--- config.mk ---
export PLATFORM = sky130hd
export DESIGN_NAME = qdec_top
export DESIGN_NICKNAME = d
export VERILOG_FILES = /design/src/rtl/qdec_pkg.sv /design/src/rtl/qdec_sync.sv /design/src/rtl/qdec_decode.sv /design/src/rtl/qdec_top.sv
export SDC_FILE = /design/constraint.sdc
export NUM_CORES = 1
export LEC_CHECK = 0
export BUFFER_PORTS_ARGS = -buffer_cell sky130_fd_sc_hd__clkbuf_2
export CORE_AREA = 2 2 39 41
export DETAILED_ROUTE_END_ITERATION = 10
export DIE_AREA = 0 0 41 43
export PLACE_DENSITY = 0.57
export SYNTH_ARGS = -nofsm -noshare
export SYNTH_HDL_FRONTEND = slang
export SYNTH_SLANG_ARGS = --single-unit
--- constraint.sdc ---
create_clock -name clk -period 2.1 [get_ports clk]
set_input_delay 0.42 -clock clk [delete_from_list [all_inputs] [get_ports clk]]
set_output_delay 0.42 -clock clk [all_outputs]
set_load 0.005 [all_outputs]
--- src/rtl/qdec_pkg.sv ---
package qdec_pkg;
  // Function select values, decoded from the upper mode bits.
  typedef enum logic [1:0] {
    FN_PULSE = 2'b00,
    FN_QX1   = 2'b01,
    FN_QX2   = 2'b10,
    FN_QX4   = 2'b11
  } qdec_fn_e;

  typedef struct packed {
    logic a;
    logic b;
  } ab_pair_t;
endpackage

--- src/rtl/qdec_sync.sv ---
module qdec_sync #(
  parameter int STAGES = 2,
  parameter int WIDTH  = 2
) (
  input  logic             clk,
  input  logic             rst,
  input  logic [WIDTH-1:0] d_in,
  output logic [WIDTH-1:0] d_out
);
  logic [WIDTH-1:0] stage_q [STAGES];

  generate
    for (genvar s = 0; s < STAGES; s++) begin : g_stage
      if (s == 0) begin : g_first
        always_ff @(posedge clk) begin
          if (rst) stage_q[0] <= '0;
          else     stage_q[0] <= d_in;
        end
      end else begin : g_next
        always_ff @(posedge clk) begin
          if (rst) stage_q[s] <= '0;
          else     stage_q[s] <= stage_q[s-1];
        end
      end
    end
  endgenerate

  assign d_out = stage_q[STAGES-1];
endmodule

--- src/rtl/qdec_decode.sv ---
module qdec_decode
  import qdec_pkg::*;
(
  input  ab_pair_t cur,
  input  ab_pair_t prev,
  input  qdec_fn_e fn,
  output logic     step,
  output logic     dir_up,
  output logic     illegal
);
  logic a_chg, b_chg, a_rise, lines_eq, quad_up;

  always_comb begin
    a_chg    = cur.a ^ prev.a;
    b_chg    = cur.b ^ prev.b;
    a_rise   = cur.a & ~prev.a;
    lines_eq = ~(cur.a ^ cur.b);
    // A moving to match B, or B moving away from A, is an up step.
    quad_up  = a_chg ? lines_eq : ~lines_eq;

    step    = 1'b0;
    dir_up  = quad_up;
    illegal = 1'b0;
    unique case (fn)
      FN_PULSE: begin
        step   = a_rise;
        dir_up = cur.b;
      end
      FN_QX1: begin
        illegal = a_chg & b_chg;
        step    = a_chg & ~b_chg & ~(cur.a ^ quad_up);
      end
      FN_QX2: begin
        illegal = a_chg & b_chg;
        step    = a_chg & ~b_chg;
      end
      FN_QX4: begin
        illegal = a_chg & b_chg;
        step    = a_chg ^ b_chg;
      end
      default: step = 1'b0;
    endcase
  end
endmodule

--- src/rtl/qdec_top.sv ---
module qdec_top
  import qdec_pkg::*;
#(
  parameter int MODE_W      = 5,
  parameter int FN_LSB      = 3,
  parameter int SYNC_STAGES = 2
) (
  input  logic              clk,
  input  logic              rst,
  input  logic              a_in,
  input  logic              b_in,
  input  logic              ab_en,
  input  logic [MODE_W-1:0] mode_in,
  input  logic              err_clr,
  output logic              cnt_stb,
  output logic              up_dn,
  output logic              noise_err
);
  localparam int FN_W = 2;
  localparam int FN_MSB = FN_LSB + FN_W - 1;

  logic [1:0] raw_ab, sync_ab;
  ab_pair_t   cur_ab, prev_ab;
  qdec_fn_e   fn_sel;
  logic       dec_step, dec_up, dec_bad;

  assign raw_ab = {a_in, b_in};

  qdec_sync #(.STAGES(SYNC_STAGES), .WIDTH(2)) u_sync (
    .clk  (clk),
    .rst  (rst),
    .d_in (raw_ab),
    .d_out(sync_ab)
  );

  assign cur_ab = ab_pair_t'(sync_ab);
  assign fn_sel = qdec_fn_e'(mode_in[FN_MSB:FN_LSB]);

  // History tracks even while disabled so re-enable is glitch free.
  always_ff @(posedge clk) begin
    if (rst) prev_ab <= '0;
    else     prev_ab <= cur_ab;
  end

  qdec_decode u_dec (
    .cur    (cur_ab),
    .prev   (prev_ab),
    .fn     (fn_sel),
    .step   (dec_step),
    .dir_up (dec_up),
    .illegal(dec_bad)
  );

  always_ff @(posedge clk) begin
    if (rst) begin
      cnt_stb   <= 1'b0;
      up_dn     <= 1'b1;
      noise_err <= 1'b0;
    end else begin
      cnt_stb <= ab_en & dec_step;
      if (ab_en & dec_step) up_dn <= dec_up;
      if (ab_en & dec_bad)  noise_err <= 1'b1;
      else if (err_clr)     noise_err <= 1'b0;
    end
  end
endmodule

==> metrics.txt <==
delay of the slowest cell on the worst path 0.34 ns; number of antenna violations at the first check in global routing 0; commonest non-fill, non-tap cell in the layout clkbuf_2; type of element launching the critical path flop; Final Slew Violations 0; fraction of layout instances using a drive strength above 1 0.245; Inserted Clock Buffers 3; Crit path required time 2.24 ns; RSZ-0062 raised after global routing no; clock tree from TritonCTS done; largest vdd supply drop 251 uV; Worst Path Max Fanout 3; H-tree levels 1; diode count 0; worst slack at placement 0.437 ns; count of state elements after synthesis 9; quantity of gates resized following cts 0; Overall Global Routing Usage 0.0959; sequential cell area fraction in the yosys report 0.460; largest clock skew in the final design 0.00230 ns; via count of the routed design 282; CTS sink count 9; clock latency reported for the late side of the worst-skew pair 0.25 ns; Row Count 14; overall power consumption 0.000352 W; Post-DP HPWL 435 um; DRC violation count after routing 0; clock edge transition at the registers on the reported setup and hold paths 0.06 ns; mean instance size in the synthesized netlist 9.79 um^2; number of synthesis warnings 0; slack of the critical path 0.436 ns; Data arrival, critical path 1.80 ns; Die Outline Area 1760 um^2; headroom to the max-slew limit 0.869; cell count after synthesis 40; power density of the placed cells 726 nW/um^2; class of the most critical setup path flop to flop; maximum operating frequency 601 MHz; Static Leak 0.230 nW; CP max-delay cell ha_1; number of top-level pins 14; setup TNS after final layout 0 ns; number of non-filler instances in the completed layout 69; setup fix buffers added after clock tree synthesis 0; Worst-Margin Slew 0.195 ns; number of max-cap violations 0; placed cell count 65; cell type group with the largest total delay on the critical path adder cells; die span in y 43 um; routed len/inst 8.42 um; routability cong. 0.632; cell area after technology mapping 392 um^2; final net count 68; starting utilization of the core area 0.283; via density per instance 4.09; pin count of the biggest net entering global routing 11; buffer levels on the longest clock path 2; synthesis-to-finish area growth 23.6%; final worst-path cycle share 0.792; status finished clean; leading cell types in the layout, fill and taps excluded clkbuf_2 (10), dfxtp_1 (9), nor2b_1 (6); total length of routed wires 581 um; total setup violations reported at the end of the flow 0; worst path bufs/invs 1; capturing element type of the critical path flop; Synth Net Count 54; first-pass GRT wire length 1050 um; core region area 1380 um^2; Clk Tree Root Cell clkbuf_4; vias in the first global route 252; buffers added on ports 10; router iterations before antenna repair 3; die width 41 um; count of cell types in the netlist 15; GR Overflow Total 0; post-detailed-route count of antenna-violating nets 0; count of filler cells inserted in the layout 151; number of design-rule violations left by the first detailed-router iteration 3; Final min period 1.66 ns; Fin. Hold Viols 0; worst reg-to-reg setup slack 0.44 ns; kind of path behind the tightest hold check primary input to flop; area used by multi-input combinational logic 196 um^2; Reg area 180 um^2; Critical Path, Cell by Cell ha_1, inv_1, ha_1, mux2i_1, a211o_1, mux2i_1; hold_buf cts 0
[registers in the layout, indices dropped and copies added (netlist names)]
signal / flops
up_dn: 1
noise_err: 1
u_sync.stage_q: 4
prev_ab: 2
cnt_stb: 1
[worst paths after layout]
kind	endpoint	cells past startpoint	start
hold / removal	u_sync.stage_q[0][1]	2	a_in
setup reg to reg	up_dn	6	u_sync.stage_q[1][1]
setup / recovery	up_dn	6	u_sync.stage_q[1][1]
hold reg to reg	u_sync.stage_q[1][0]	1	u_sync.stage_q[0][0]
[per-stage QoR]
step	hold WS, ns	utilization	area, um^2
finish	0.373	0.350	484
global route	0.371	0.350	484
CTS	0.366	0.350	484
detailed placement	0.424	0.331	458
global placement	0.416	0.331	458
floorplan	0.414	-	392
[routing by layer]
metal / share of wire / wire length, um / track usage
met3: 0.064 / 37 / 0.0314
met5: 0 / 0 / 0
met1: 0.55 / 320 / 0.124
met4: 0.019 / 11 / 0.120
met2: 0.36 / 211 / 0.103
[cells in the mapped netlist]
| cell type | number | area share |
|---|---|---|
| dfxtp_1 | 9 | 0.46 |
| nor2b_1 | 6 | 0.096 |
| ha_1 | 3 | 0.096 |
| inv_1 | 3 | 0.029 |
| nor2_1 | 3 | 0.029 |
| xor2_1 | 3 | 0.067 |
| a21oi_1 | 2 | 0.026 |
| mux2i_1 | 2 | 0.051 |
| nand2b_1 | 2 | 0.032 |
| nor3_1 | 2 | 0.026 |
| a211o_1 | 1 | 0.022 |
| clkbuf_1 | 1 | 0.0096 |
| o211ai_1 | 1 | 0.019 |
| o21a_1 | 1 | 0.019 |
| o31ai_1 | 1 | 0.019 |
[layout make-up]
type / instances / area share
timing repair buffer: 10 / 0.103
inverter: 3 / 0.0233
multi-input combinational: 27 / 0.406
tap: 16 / 0.0413
sequential: 9 / 0.372
clock buffer: 4 / 0.0543
[power by group]
group          switching [W]  internal, W
registers         0.00000357     0.000178
logic              0.0000194    0.0000206
clock network      0.0000570    0.0000730
total              0.0000799     0.000272
[cells by family (layout without fill, tap and decap cells)]
family                     after synthesis  count (layout)  synth area share
AOI/OAI and AO/OA                        6               6             0.105
xor gates and xnor gates                 3               3            0.0671
adders and majority gates                3               3            0.0959
buffers and inverters                    4              17            0.0383
DFF                                      9               9             0.460
muxes                                    2               2            0.0511
and+or+nand+nor                         13              13             0.182
(Power assumes the default switching activity.)
